## src/rtl/ivd_pkg.sv

```systemverilog
package ivd_pkg;

    localparam int NIB_W      = 4;
    localparam int BYTE_W     = 8;
    localparam int LEN_W      = 3;
    localparam int CONST_B    = 4;
    localparam int CONST_W    = CONST_B * BYTE_W;
    localparam logic [NIB_W-1:0] REG_NONE = 4'h8;

    typedef enum logic [NIB_W-1:0] {
        CLS_NOP   = 4'h0,
        CLS_HALT  = 4'h1,
        CLS_RRMV  = 4'h2,
        CLS_IRMV  = 4'h3,
        CLS_STORE = 4'h4,
        CLS_LOAD  = 4'h5,
        CLS_ALU   = 4'h6,
        CLS_JUMP  = 4'h7
    } cls_e;

    // where the constant starts inside the window
    typedef enum logic [1:0] {
        CPOS_NONE  = 2'd0,
        CPOS_BYTE1 = 2'd1,
        CPOS_BYTE2 = 2'd2
    } cpos_e;

    localparam logic [NIB_W-1:0] ALU_SEL_MAX  = 4'h3;
    localparam logic [NIB_W-1:0] JUMP_SEL_MAX = 4'h6;

    typedef struct packed {
        logic                 valid;
        logic [NIB_W-1:0]     cls;
        logic [NIB_W-1:0]     sel;
        logic [NIB_W-1:0]     ra;
        logic [NIB_W-1:0]     rb;
        logic [CONST_W-1:0]   cval;
        logic [LEN_W-1:0]     len;
        logic                 undef;
    } dec_t;

endpackage

```

## src/rtl/ivd_shape.sv

```systemverilog
module ivd_shape
    import ivd_pkg::*;
(
    input  logic [NIB_W-1:0] cls_i,
    output logic [LEN_W-1:0] len_o,
    output logic             has_regs_o,
    output cpos_e            cpos_o
);
    always_comb begin
        len_o      = LEN_W'(1);
        has_regs_o = 1'b0;
        cpos_o     = CPOS_NONE;
        case (cls_i)
            CLS_NOP, CLS_HALT: begin
                len_o = LEN_W'(1);
            end
            CLS_RRMV, CLS_ALU: begin
                len_o      = LEN_W'(2);
                has_regs_o = 1'b1;
            end
            CLS_IRMV, CLS_STORE, CLS_LOAD: begin
                len_o      = LEN_W'(6);
                has_regs_o = 1'b1;
                cpos_o     = CPOS_BYTE2;
            end
            CLS_JUMP: begin
                len_o  = LEN_W'(5);
                cpos_o = CPOS_BYTE1;
            end
            default: begin
                len_o = LEN_W'(1);
            end
        endcase
    end
endmodule

```

## src/rtl/ivd_legal.sv

```systemverilog
module ivd_legal
    import ivd_pkg::*;
(
    input  logic [NIB_W-1:0] cls_i,
    input  logic [NIB_W-1:0] sel_i,
    output logic             ok_o
);
    always_comb begin
        case (cls_i)
            CLS_NOP, CLS_HALT, CLS_RRMV, CLS_IRMV, CLS_STORE, CLS_LOAD:
                ok_o = (sel_i == '0);
            CLS_ALU:  ok_o = (sel_i <= ALU_SEL_MAX);
            CLS_JUMP: ok_o = (sel_i <= JUMP_SEL_MAX);
            default:  ok_o = 1'b0;
        endcase
    end
endmodule

```

## src/rtl/ivd_fields.sv

```systemverilog
module ivd_fields
    import ivd_pkg::*;
#(
    parameter int WIN_BYTES = 6
) (
    input  logic [WIN_BYTES*BYTE_W-1:0] win_i,
    input  logic                        has_regs_i,
    input  cpos_e                       cpos_i,
    output logic [NIB_W-1:0]            ra_o,
    output logic [NIB_W-1:0]            rb_o,
    output logic [CONST_W-1:0]          cval_o
);
    localparam int REG_BYTE = 1;

    logic [BYTE_W-1:0] reg_byte;
    assign reg_byte = win_i[REG_BYTE*BYTE_W +: BYTE_W];
    assign ra_o = has_regs_i ? reg_byte[BYTE_W-1 -: NIB_W] : REG_NONE;
    assign rb_o = has_regs_i ? reg_byte[NIB_W-1:0]         : REG_NONE;

    // one lane per constant byte, picking from either start offset
    for (genvar b = 0; b < CONST_B; b++) begin : g_lane
        logic [BYTE_W-1:0] from_b1;
        logic [BYTE_W-1:0] from_b2;
        assign from_b1 = win_i[(b + 1) * BYTE_W +: BYTE_W];
        assign from_b2 = win_i[(b + 2) * BYTE_W +: BYTE_W];
        always_comb begin
            case (cpos_i)
                CPOS_BYTE1: cval_o[b*BYTE_W +: BYTE_W] = from_b1;
                CPOS_BYTE2: cval_o[b*BYTE_W +: BYTE_W] = from_b2;
                default:    cval_o[b*BYTE_W +: BYTE_W] = '0;
            endcase
        end
    end
endmodule

```

## src/rtl/insn_decoder.sv

```systemverilog
module insn_decoder
    import ivd_pkg::*;
#(
    parameter int ADDR_W    = 32,
    parameter int WIN_BYTES = 6
) (
    input  logic                        clk,
    input  logic                        rst_n,
    input  logic                        win_valid_i,
    input  logic [ADDR_W-1:0]           pc_i,
    input  logic [WIN_BYTES*BYTE_W-1:0] win_i,
    output logic                        dec_valid_o,
    output logic [NIB_W-1:0]            icls_o,
    output logic [NIB_W-1:0]            isel_o,
    output logic [NIB_W-1:0]            reg_a_o,
    output logic [NIB_W-1:0]            reg_b_o,
    output logic [CONST_W-1:0]          const_o,
    output logic [LEN_W-1:0]            len_o,
    output logic [ADDR_W-1:0]           next_pc_o,
    output logic                        undef_o
);
    localparam int WIN_W = WIN_BYTES * BYTE_W;

    logic [NIB_W-1:0]   cls_w, sel_w;
    logic [LEN_W-1:0]   shape_len;
    logic               shape_regs;
    cpos_e              shape_cpos;
    logic               legal;
    logic               use_regs;
    cpos_e              use_cpos;
    logic [NIB_W-1:0]   f_ra, f_rb;
    logic [CONST_W-1:0] f_cval;

    dec_t              dec_d, dec_q;
    logic [ADDR_W-1:0] npc_d, npc_q;

    assign cls_w = win_i[BYTE_W-1 -: NIB_W];
    assign sel_w = win_i[NIB_W-1:0];

    ivd_shape u_shape (
        .cls_i      (cls_w),
        .len_o      (shape_len),
        .has_regs_o (shape_regs),
        .cpos_o     (shape_cpos)
    );

    ivd_legal u_legal (
        .cls_i (cls_w),
        .sel_i (sel_w),
        .ok_o  (legal)
    );

    // undefined encodings behave like a bare one-byte instruction
    assign use_regs = shape_regs & legal;
    assign use_cpos = legal ? shape_cpos : CPOS_NONE;

    ivd_fields #(.WIN_BYTES(WIN_BYTES)) u_fields (
        .win_i      (win_i[WIN_W-1:0]),
        .has_regs_i (use_regs),
        .cpos_i     (use_cpos),
        .ra_o       (f_ra),
        .rb_o       (f_rb),
        .cval_o     (f_cval)
    );

    always_comb begin
        dec_d       = dec_q;
        npc_d       = npc_q;
        dec_d.valid = win_valid_i;
        if (win_valid_i) begin
            dec_d.cls   = cls_w;
            dec_d.sel   = sel_w;
            dec_d.ra    = f_ra;
            dec_d.rb    = f_rb;
            dec_d.cval  = f_cval;
            dec_d.len   = legal ? shape_len : LEN_W'(1);
            dec_d.undef = ~legal;
            npc_d       = pc_i + ADDR_W'(dec_d.len);
        end
    end

    always_ff @(posedge clk) begin
        if (!rst_n) begin
            dec_q <= '0;
            npc_q <= '0;
        end else begin
            dec_q <= dec_d;
            npc_q <= npc_d;
        end
    end

    assign dec_valid_o = dec_q.valid;
    assign icls_o      = dec_q.cls;
    assign isel_o      = dec_q.sel;
    assign reg_a_o     = dec_q.ra;
    assign reg_b_o     = dec_q.rb;
    assign const_o     = dec_q.cval;
    assign len_o       = dec_q.len;
    assign next_pc_o   = npc_q;
    assign undef_o     = dec_q.undef;

    // a result follows each accepted window by one cycle
    a_r9_valid_follows: assert property (@(posedge clk) disable iff (!rst_n)
        win_valid_i |=> dec_valid_o);

    // only the four legal lengths ever appear
    a_r1_len_legal: assert property (@(posedge clk) disable iff (!rst_n)
        dec_valid_o |-> (len_o == 3'd1 || len_o == 3'd2 || len_o == 3'd5 || len_o == 3'd6));

    // instructions without a register byte report no registers
    a_r3_no_regs: assert property (@(posedge clk) disable iff (!rst_n)
        (dec_valid_o && (len_o == 3'd1 || len_o == 3'd5)) |-> (reg_a_o == REG_NONE && reg_b_o == REG_NONE));

    // short instructions carry no constant
    a_r6_const_zero: assert property (@(posedge clk) disable iff (!rst_n)
        (dec_valid_o && len_o <= 3'd2) |-> (const_o == '0));

    // an undefined encoding collapses to one byte
    a_r8_undef_len: assert property (@(posedge clk) disable iff (!rst_n)
        (dec_valid_o && undef_o) |-> (len_o == 3'd1));

    // next PC relates to the PC presented a cycle earlier
    a_r7_next_pc: assert property (@(posedge clk) disable iff (!rst_n)
        (win_valid_i ##1 dec_valid_o) |-> (next_pc_o == $past(pc_i) + ADDR_W'(len_o)));

endmodule

```

## config.mk

```make
export PLATFORM = sky130hd
export DESIGN_NAME = insn_decoder
export DESIGN_NICKNAME = d
export VERILOG_FILES = /design/src/rtl/ivd_pkg.sv /design/src/rtl/ivd_shape.sv /design/src/rtl/ivd_legal.sv /design/src/rtl/ivd_fields.sv /design/src/rtl/insn_decoder.sv
export SDC_FILE = /design/constraint.sdc
export NUM_CORES = 1
export LEC_CHECK = 0
export CELL_PAD_IN_SITES_DETAIL_PLACEMENT = 1
export CELL_PAD_IN_SITES_GLOBAL_PLACEMENT = 1
export CORE_MARGIN = 10
export CORE_UTILIZATION = 40
export DETAILED_ROUTE_END_ITERATION = 10
export DONT_BUFFER_PORTS = 1
export PLACE_DENSITY = 0.74
export SYNTH_ARGS = -nofsm -noshare
export SYNTH_HDL_FRONTEND = slang
export SYNTH_HIERARCHICAL = 1
export SYNTH_SLANG_ARGS = --single-unit
```

## constraint.sdc

```tcl
create_clock -name clk -period 5.6 [get_ports clk]
set_input_delay 1.12 -clock clk [delete_from_list [all_inputs] [get_ports clk]]
set_output_delay 1.12 -clock clk [all_outputs]
set_load 0.005 [all_outputs]
```

# Word level (Yosys, flattened, before mapping)
# Index checks and enable logic that the tools add are counted.
# totals
regBits	85
latchBits	0
ramBits	0
romBits	0
inputBits	83
output_inout_bits	85
n_memories	0
# classes
addsub	1
multipliers	0
div_mod_pow	0
order_cmp	2
eq_ne	9
shifts	0
mux	12
bitwise_logic	2
reduce_logical	6
# op_table
operator	n
one-hot mux 8 bit (2 select lines)	4
adder 32 x 3 -> 32 bit	1
== test 4 x 3 -> 1 bit, second input constant	4
one-hot mux 3 bit (3 select lines)	1
== test 4 x 2 -> 1 bit, second input constant	2
zero test 4 bit	2
two-way mux 4 bit	2
OR reduction 6 bit	1
OR reduction 5 bit	1
== test 4 x 1 -> 1 bit, second input constant	1
less-or-equal comparator 4 x 2 -> 1 bit, second input constant	1
less-or-equal comparator 4 x 3 -> 1 bit, second input constant	1
one-hot mux 2 bit (2 select lines)	1
two-way mux 3 bit	1
one-hot mux 1 bit (3 select lines)	1
OR reduction 3 bit	1
== test 2 x 1 -> 1 bit, second input constant	1
== test 2 bit, second input constant	1
two-way mux 2 bit	1
OR reduction 2 bit	1
AND 1 bit	1
two-way mux 1 bit	1
NOT 1 bit	1

# Logic depth before layout (Yosys ltp)
# Gate-level depths: netlist of the first run.
# depth
ltp_word	6
ltp_mapped	11

# By module
# Netlist of the first run, hierarchy kept.
# by_module_without_submodules
module	n_inst	cells_per_inst	area_each_um2	seq_area_each_um2
insn_decoder	1	422	3848.7	1701.6
ivd_fields	1	85	523.0	0.0
ivd_shape	1	11	66.3	0.0
ivd_legal	1	6	36.3	0.0

# Worst setup path before layout of the first run
# Ideal clock, no wire load.
# synth_timing
kind	input -> register
startpoint	input win_i[2]
endpoint	register npc_q[13], in the netlist next_pc_o[13]
setup_time_ns	0.074
arrival_ns	3.570
setup_slack_ns	1.955
cell_stages	10
n_path_buf	1
path_cell_list	nor2b_1 or4_1 a21oi_1 and2_1 ha_1 clkbuf_2 a21oi_1 a21o_1 or4_2 a31oi_1
# synth_between
elab_chain_cells	4
elab_cells_between_ends	6
classes_between	add/sub (1); order compare (2); mux (2); reduce/logical (1)
# synth_lines
item	line	rtl
start, declared	insn_decoder.sv:11	input logic [WIN_BYTES*BYTE_W-1:0] win_i,
less-or-equal comparator 4 x 3 -> 1 bit, or another cell as far along	ivd_legal.sv:13	CLS_JUMP: ok_o = (sel_i <= JUMP_SEL_MAX);
one-hot mux 1 bit (3 select lines) (*)	ivd_legal.sv:9	case (cls_i)
net legal	insn_decoder.sv:28	logic legal;
two-way mux 3 bit (*)	insn_decoder.sv:76	dec_d.len = legal ? shape_len : LEN_W'(1);
adder 32 x 3 -> 32 bit (*)	insn_decoder.sv:78	npc_d = pc_i + ADDR_W'(dec_d.len);
end signal, assigned	insn_decoder.sv:88	npc_q <= npc_d;
end, declared	insn_decoder.sv:35	logic [ADDR_W-1:0] npc_d, npc_q;
# Mark *: on every way through the listed nets, which the timed path passes. The rest lies on a longest branch.
# A chain may end at the register's enable or synchronous reset.

# Final worst setup path of the first run
# layout_timing
startpoint	input win_i[2]
endpoint	register npc_q[23], in the netlist next_pc_o[23]
# Same word-level chain as after synthesis.

==> out/qor_table.md, run 1 <==
| Quantity | Value |
|:---|:---|
| Rows | 38 |
| Top Family by Delay on Critical Path | compound AO/OA/AOI/OAI gates |
| Data required, critical path | 5.87 ns |
| Leading register cell type out of synthesis | sky130_fd_sc_hd__dfxtp_1 |
| Outcome | completed |
| Critical Path Max Stage Delay | 0.62 ns |
| Measured slew at the worst slew-check pin | 1.20 ns |
| Buffers & Inverters on Critical Path | 0 |
| Root Buffer Master | sky130_fd_sc_hd__clkbuf_8 |
| P&R area growth vs syn | 3.78% |
| Portion of the clock cycle consumed by the worst path in the final layout | 66.4% |
| Largest net degree at the start of global routing | 120 |
| Clock tree from TritonCTS | yes |
| Die extent in x | 126 um |
| Total overflow reported by the global router | 0 |
| TNS Setup | 0 ns |
| Global routing usage summed across all routing layers | 17.7% |
| Post-synth cell types | 52 |
| Worst-case clock buffer depth | 2 |
| Share of cells above drive strength 1 | 5.77% |
| Global-route wire length before repair | 22800 um |
| Worst hold-check path type | flop to flop |
| Buffers inserted during post-CTS setup optimization | 0 |
| Placer Congestion | 0.778 |
| Category of the critical setup timing path | input port to flop |
| Leading cell type in the layout, fill and taps excluded | sky130_fd_sc_hd__nor2_1 |
| Total power draw | 1170 uW |
| Total area of multi-input combinational cells | 0.00254 mm^2 |
| Number of vias after detailed routing | 3883 |
| Via count of the first global-routing pass | 3958 |
| Top library cells by usage in the layout, fill and taps aside | sky130_fd_sc_hd__nor2_1, sky130_fd_sc_hd__dfxtp_1, sky130_fd_sc_hd__mux2i_1 |
| Number of nets with antenna violations after routing | 0 |
| Endpoint kind of the worst setup timing path | flop |
| Number of endpoints with negative hold slack in the final report | 0 |
| Max-cap viol count | 0 |
| Quantity of I/O buffers inserted on ports | 0 |
| Static leakage | 0.00164 uW |
| Antenna violations before repair | 0 |
| Gates resized, CTS repair | 0 |
| Ys Warns | 6 |
| DP Wirelength | 10800 um |
| Cell count after synthesis | 524 |
| Cells after DPL | 627 |
| Starting density of the core | 41.1% |
| Number of nets in the final layout | 587 |
| Clock buffer count from CTS | 9 |
| Drt pass-1 iters | 4 |
| Dpl cell area | 0.00445 mm^2 |
| Pwr dens | 253 mW/mm^2 |
| TritonCTS sink count | 85 |
| VDD IR-drop max | 151 uV |
| Count of pins on the block boundary | 168 |
| Post-route insts no fill | 643 |
| Async set-or-reset flop fraction in the synthesized netlist | 0% |
| Full die area | 0.0158 mm^2 |
| Relative slew slack | 19.7% |
| Maximum clock frequency | 269 MHz |
| Clk slew on worst S/H paths | 0.08 ns |
| Final instance area | 0.00464 mm^2 |
| Filler cell count | 1283 |
| Antenna Diode Count | 0 |
| Number of max-slew violations in the final report | 0 |
| Portion of the post-synthesis area used by sequential elements | 38.0% |
| Largest fanout on the critical path | 9 |
| Synthesized cell area | 0.00447 mm^2 |
| Vias/cell | 6.04 |
| Placeable core region | 0.0109 mm^2 |
| 1st-iter DRT viols | 263 |
| Net Count, Synth | 613 |
| Routed wire length | 14600 um |
| Number of synthesized flops with an enable pin | 0 |
| Synth Register Bits | 85 |
| Post-route DRC violation count | 0 |
| CP Data Arrival Time | 3.98 ns |
| Htree depth | 3 |
| Avg WL per Cell | 22.7 um |
| Shortest period the worst path allows | 3.72 ns |
| Critical Path Start Type | input port |
| Crit path max-delay cell type | sky130_fd_sc_hd__a211oi_1 |
| Worst path cell trace | nor2b_1 > or4_1 > a21oi_1 > and2_1 > ha_1 > a21oi_1 > a211oi_1 > a311oi_1 > or3_1 |
| Vertical extent of the die | 126 um |
| Synthesized area per cell | 8.54 um^2 |
| Crit path top cell by count | sky130_fd_sc_hd__a21oi_1 |
| Unrepaired setup endpoints after global routing | no |
| Post-CTS Hold Fix Bufs | 0 |
| Seq. cell area | 0.00170 mm^2 |
| Clock skew | 0 ns |
| Setup-violating endpoint count in the final report | 0 |
| Clock latency at the later pin of the worst-skew pair | 0.37 ns |
==> metrics by stage <==
step           utilization, %  worst slack [ns]  hold WS, ns
2_1_floorplan               -              1.96        0.458
3_3_place_gp             40.9              1.69        0.505
3_5_place_dp             40.9              1.53        0.511
4_1_cts                  42.6              1.93        0.520
5_1_grt                  42.6              1.67        0.550
6_report                 42.6              1.88        0.513
==> worst reg2reg max path, cell delays in order (launching register included) <==
cell and delay (ns):
sky130_fd_sc_hd__dfxtp_1 0.38, sky130_fd_sc_hd__o21ai_0 0.10, sky130_fd_sc_hd__or3_1 0.38, sky130_fd_sc_hd__nor3_1 0.16
==> metal layers <==
metal | wire, um | global-route usage [%] | vias to the layer above | share of wire [%]
met1 | 5180 | 17.8 | 1866 | 35
met3 | 1790 | 9.73 | 27 | 12
li1 | - | - | 1855 | -
met5 | 0 | 0 | - | 0
met2 | 7220 | 29.8 | 135 | 49
met4 | 410 | 7.57 | 0 | 2.8
==> cells in the mapped netlist (2+ instances only) <==
cell type | n | share of area [%]
sky130_fd_sc_hd__nand4b_1 | 3 | 0.59
sky130_fd_sc_hd__nand2_1 | 15 | 1.3
sky130_fd_sc_hd__o21ai_0 | 26 | 2.9
sky130_fd_sc_hd__nand3_1 | 12 | 1.3
sky130_fd_sc_hd__xnor2_1 | 8 | 1.6
sky130_fd_sc_hd__and3_1 | 5 | 0.70
sky130_fd_sc_hd__ha_1 | 5 | 1.4
sky130_fd_sc_hd__or4_1 | 9 | 1.5
sky130_fd_sc_hd__a22oi_1 | 32 | 5.4
sky130_fd_sc_hd__nand3_2 | 2 | 0.45
sky130_fd_sc_hd__dfxtp_1 | 85 | 38
sky130_fd_sc_hd__or3_1 | 6 | 0.84
sky130_fd_sc_hd__a21oi_1 | 15 | 1.7
sky130_fd_sc_hd__or2_2 | 3 | 0.42
sky130_fd_sc_hd__a31oi_1 | 16 | 2.2
sky130_fd_sc_hd__buf_6 | 7 | 1.8
sky130_fd_sc_hd__clkbuf_1 | 19 | 1.6
sky130_fd_sc_hd__nor2_1 | 97 | 8.1
sky130_fd_sc_hd__nor4_1 | 6 | 0.84
sky130_fd_sc_hd__nand2b_1 | 8 | 1.1
sky130_fd_sc_hd__inv_1 | 8 | 0.67
sky130_fd_sc_hd__nor3_1 | 9 | 1.0
sky130_fd_sc_hd__buf_1 | 3 | 0.25
sky130_fd_sc_hd__o31ai_1 | 9 | 1.5
sky130_fd_sc_hd__and4_1 | 3 | 0.59
sky130_fd_sc_hd__and2_1 | 12 | 1.7
sky130_fd_sc_hd__a211oi_1 | 9 | 1.5
sky130_fd_sc_hd__mux2i_1 | 53 | 12
sky130_fd_sc_hd__a21o_1 | 2 | 0.34
sky130_fd_sc_hd__buf_2 | 8 | 0.89
sky130_fd_sc_hd__nor3b_1 | 3 | 0.50
sky130_fd_sc_hd__nand4_1 | 5 | 0.70
sky130_fd_sc_hd__nor2b_1 | 2 | 0.28
==> final timing paths <==
| check | slack (ns) | startpoint | cells after the start | to |
|---|---|---|---|---|
| max | 1.88 | win_i[2] | 9 | next_pc_o[23] |
| min | 0.51 | next_pc_o[4] | 2 | next_pc_o[4] |
| min reg2reg | 0.51 | next_pc_o[4] | 2 | next_pc_o[4] |
| max reg2reg | 4.49 | next_pc_o[31] | 3 | next_pc_o[31] |
==> power by group <==
group	total [uW]	internal [uW]	switching, uW	leakage (uW)
Clock	445	217	228	0.0000964
Combinational	80.5	40.0	40.5	0.000852
Sequential	647	627	20.2	0.000696
Total	1170	884	289	0.00164
==> registers in the layout, indices dropped and copies added, names as in the netlist <==
signal       count
icls_o           4
reg_a_o          4
undef_o          1
isel_o           4
len_o            3
const_o         32
next_pc_o       32
dec_valid_o      1
reg_b_o          4
==> cell type report <==
type                       instances  area share (%)
clock buffer                      12            3.13
sequential                        85            36.6
multi-input combinational        393            54.6
timing repair buffer               1           0.162
tap                              140            3.77
clock inverter                     4            1.02
inverter                           8           0.647
==> cells by family (layout without fill, tap and decap cells) <==
logic type	Yosys count	in the layout	share of synthesized area [%]
compound gates	118	118	17.4
xor+xnor	9	9	1.76
fa+ha+maj	6	6	1.85
buf+inv	46	25	5.29
flops	85	85	38.0
mux	53	53	11.9
simple gates	207	207	23.8
(Power assumes the default switching activity.)
==> run 2: changes to the inputs <==
--- a/config.mk
+++ b/config.mk
@@ -5,13 +5,14 @@
 export SDC_FILE = /design/constraint.sdc
 export NUM_CORES = 1
 export LEC_CHECK = 0
+export ABC_AREA = 1
 export CELL_PAD_IN_SITES_DETAIL_PLACEMENT = 1
 export CELL_PAD_IN_SITES_GLOBAL_PLACEMENT = 1
 export CORE_MARGIN = 10
-export CORE_UTILIZATION = 40
+export CORE_UTILIZATION = 39
 export DETAILED_ROUTE_END_ITERATION = 10
 export DONT_BUFFER_PORTS = 1
-export PLACE_DENSITY = 0.74
+export PLACE_DENSITY = 0.79
 export SYNTH_ARGS = -nofsm -noshare
 export SYNTH_HDL_FRONTEND = slang
 export SYNTH_HIERARCHICAL = 1
==> constraint.sdc (replaced) <==
create_clock -name clk -period 3.1 [get_ports clk]
set_input_delay 0.62 -clock clk [delete_from_list [all_inputs] [get_ports clk]]
set_output_delay 0.62 -clock clk [all_outputs]
set_load 0.005 [all_outputs]
==> run 2 against run 1 <==
  * Count of clock-buffer cells in the layout fell by 1
  * Critical endpoint is now next_pc_o[24]
  * Largest power group unchanged
  * Non-clock buffer count rose by 5
  * Critical path depth rose by 7
  * Sequential power rose by 89%
  * Largest cell class unchanged
  * Synthesized area rose by 10%
  * Flip-flop and latch count did not move
  * Cell area rose by 14%
  * Total power rose by 120%
==> out/qor_table.md, run 2 <==
| Quantity | Value |
|:---|:---|
| Outcome | completed |
| Count of pins on the block boundary | 168 |
| Crit path top cell by count | sky130_fd_sc_hd__nand2_1 |
| 1st-iter DRT viols | 185 |
| Critical Path Max Stage Delay | 0.44 ns |
| Number of vias after detailed routing | 4808 |
| Global routing usage summed across all routing layers | 19.6% |
| Internal power consumption | 1870 uW |
| Buffers & Inverters on Critical Path | 3 |
| Measured slew at the worst slew-check pin | 0.816 ns |
| Die extent in x | 132 um |
| Drt pass-1 iters | 4 |
| Number of synthesized flops with an enable pin | 0 |
| Synthesized area per cell | 6.26 um^2 |
| Post-route DRC violation count | 0 |
| Cells after DPL | 924 |
| Switching fraction of total power | 26.1% |
| Maximum clock frequency | 423 MHz |
| Leading register cell type out of synthesis | sky130_fd_sc_hd__dfxtp_1 |
| Rows | 40 |
| Portion of the clock cycle consumed by the worst path in the final layout | 76.3% |
| Critical Path Start Type | input port |
| Placer Congestion | 0.851 |
| Net Count, Synth | 875 |
| Met2 usage in global routing | 32.6% |
| Top Family by Delay on Critical Path | simple AND/OR/NAND/NOR gates |
| Relative slew slack | 45.5% |
| Full die area | 0.0175 mm^2 |
| Shortest period the worst path allows | 2.37 ns |
| Leading cell type in the layout, fill and taps excluded | sky130_fd_sc_hd__nand2_1 |
| TritonCTS sink count | 85 |
| Vias/cell | 5.11 |
| Clock latency at the later pin of the worst-skew pair | 0.34 ns |
| Cell taking the most area after synthesis | sky130_fd_sc_hd__dfxtp_1 |
| Quantity of I/O buffers inserted on ports | 0 |
| Core Util, Final | 43.6% |
| Data required, critical path | 3.35 ns |
| Most numerous cell types in the synthesized netlist | sky130_fd_sc_hd__nand2_1, sky130_fd_sc_hd__nor2_1, sky130_fd_sc_hd__dfxtp_1 |
| Clk slew on worst S/H paths | 0.07 ns |
| VDD IR-drop max | 223 uV |
| Vertical extent of the die | 132 um |
| Gates resized, CTS repair | 0 |
| Async set-or-reset flop fraction in the synthesized netlist | 0% |
| Met1 Track Usage GR | 21.4% |
| Clock tree from TritonCTS | yes |
| Number of nets with antenna violations after routing | 0 |
| Top library cells by usage in the layout, fill and taps aside | sky130_fd_sc_hd__nand2_1, sky130_fd_sc_hd__nor2_1, sky130_fd_sc_hd__dfxtp_1 |
| Clock group share of total power | 43.2% |
| Setup slack of the critical path after layout | 0.734 ns |
| Portion of synthesized cell area occupied by the leading cell type | 34.6% |
| Pre-CTS setup slack | 0.329 ns |
| Unrepaired setup endpoints after global routing | no |
| Crit path max-delay cell type | sky130_fd_sc_hd__fa_1 |
| Number of max-slew violations in the final report | 0 |
| Htree depth | 3 |
| Largest net degree at the start of global routing | 112 |
| Proportion of power drawn by combinational gates | 8.4% |
| Worst-case clock buffer depth | 2 |
| Via count of the first global-routing pass | 5017 |
| Antenna Diode Count | 0 |
| Clock skew | 0 ns |
| Setup-violating endpoint count in the final report | 0 |
| Static leakage | 0.00234 uW |
| Switching Power | 660 uW |
| Largest fanout on the critical path | 5 |
| Pwr dens | 477 mW/mm^2 |
| TNS Setup | 0 ns |
| Ranking of synthesized cells by area | sky130_fd_sc_hd__dfxtp_1, sky130_fd_sc_hd__nand2_1, sky130_fd_sc_hd__nor2_1 |
| Root Buffer Master | sky130_fd_sc_hd__clkbuf_16 |
| Number of nets in the final layout | 856 |
| Clock buffer count from CTS | 9 |
| Endpoint kind of the worst setup timing path | flop |
| Cell count after synthesis | 786 |
| Post-CTS Hold Fix Bufs | 0 |
| Worst path cell trace | inv_1 > nand2_1 > nor2_1 > nand2_1 > nor2_1 > nand2_1 > ha_1 > fa_1 > nand2_1 > nand2_1 > nand3_1 > clkinv_1 > nand3b_1 > nand3_1 > nand2_1 > inv_1 |
| Starting density of the core | 40.5% |
| Buffers inserted during post-CTS setup optimization | 0 |
| CP Data Arrival Time | 2.62 ns |
| Portion of the post-synthesis area used by sequential elements | 34.6% |
| Category of the critical setup timing path | input port to flop |
| Worst hold-check path type | input port to flop |
| DP Wirelength | 13200 um |
| Synthesized cell area | 0.00492 mm^2 |
| Avg WL per Cell | 18.3 um |
| Global-route wire length before repair | 27800 um |
| P&R area growth vs syn | 7.76% |
| Share of power burned in registers | 48.4% |
| Number of endpoints with negative hold slack in the final report | 0 |
| Share of cells above drive strength 1 | 9.33% |
| Most Used Layer, Global Route | met2 |
| Total overflow reported by the global router | 0 |
| Max-cap viol count | 0 |
| Synth Register Bits | 85 |
| Post-synth cell types | 28 |
| Placeable core region | 0.0122 mm^2 |
| Most used standard cell by instance count after synthesis | sky130_fd_sc_hd__nand2_1 |
| Routed wire length | 17200 um |
| Antenna violations before repair | 0 |
| Ys Warns | 6 |
| Met3 Use GR | 9.45% |
| Post-route insts no fill | 940 |
==> run 2: cell types whose count changed after synthesis, moves of 9 or more <==
cell / change
sky130_fd_sc_hd__and2_1: -12
sky130_fd_sc_hd__mux2i_1: -53
sky130_fd_sc_hd__nand3_1: +17
sky130_fd_sc_hd__inv_1: +72
sky130_fd_sc_hd__a211oi_1: -9
sky130_fd_sc_hd__a21oi_2: +30
sky130_fd_sc_hd__o31ai_1: -9
sky130_fd_sc_hd__nor3_1: -9
sky130_fd_sc_hd__or4_1: -9
sky130_fd_sc_hd__a31oi_1: -16
sky130_fd_sc_hd__nor2_1: +95
sky130_fd_sc_hd__a22oi_1: -32
sky130_fd_sc_hd__o21ai_0: +46
sky130_fd_sc_hd__nand2_1: +191
==> run 2: stage by stage <==
stage | area (um^2) | total power, uW | hold slack [ns]
after floorplan | 4920 | 1420 | 0.487
after global placement | 5010 | 1450 | 0.520
after detailed placement | 5010 | 1470 | 0.527
after CTS | 5300 | 2570 | 0.350
after global routing | 5300 | 2660 | 0.350
final | 5300 | 2530 | 0.370
==> run 2: cells by family (layout without fill, tap and decap cells) <==
| group | Yosys count | count (layout) | synth area share [%] |
|---|---|---|---|
| simple gates | 453 | 453 | 38.2 |
| buf+inv | 120 | 106 | 10.1 |
| compound gates | 113 | 113 | 13.8 |
| flops | 85 | 85 | 34.6 |
| xor+xnor | 9 | 9 | 1.60 |
| fa+ha+maj | 6 | 6 | 1.68 |
==> run 2: area by class of cell <==
cell class / count / area, um^2
Inverter: 84 / 317
Clock buffer: 11 / 233
Clock inverter: 5 / 61.3
Tap cell: 168 / 210
Sequential cell: 85 / 1700
Fill cell: 1688 / 6860
Timing Repair Buffer: 6 / 57.6
Multi-Input combinational cell: 581 / 2720
==> run 2: path summary, 6_finish.rpt <==
path,startpoint,end,slack (ns),cells after the start
setup / recovery,win_i[7],next_pc_o[24],0.73,16
setup reg to reg,next_pc_o[29],next_pc_o[29],2.32,4
hold reg to reg,const_o[2],const_o[2],0.54,2
hold / removal,win_valid_i,next_pc_o[17],0.37,1
==> run 2: power by group through the flow <==
stage          Sequential [uW]  Combinational (uW)  Clock, uW
2_1_floorplan             1220                 196          0
3_3_place_gp              1250                 202          0
3_5_place_dp              1250                 214          0
4_1_cts                   1230                 217       1130
5_1_grt                   1230                 252       1170
6_report                  1220                 213       1090
==> run 2: routing by layer <==
layer  vias up  wire [um]
met3        20       1990
li1       2390          -
met2       139       8210
met4         0        265
met1      2259       6750
met5         -          0
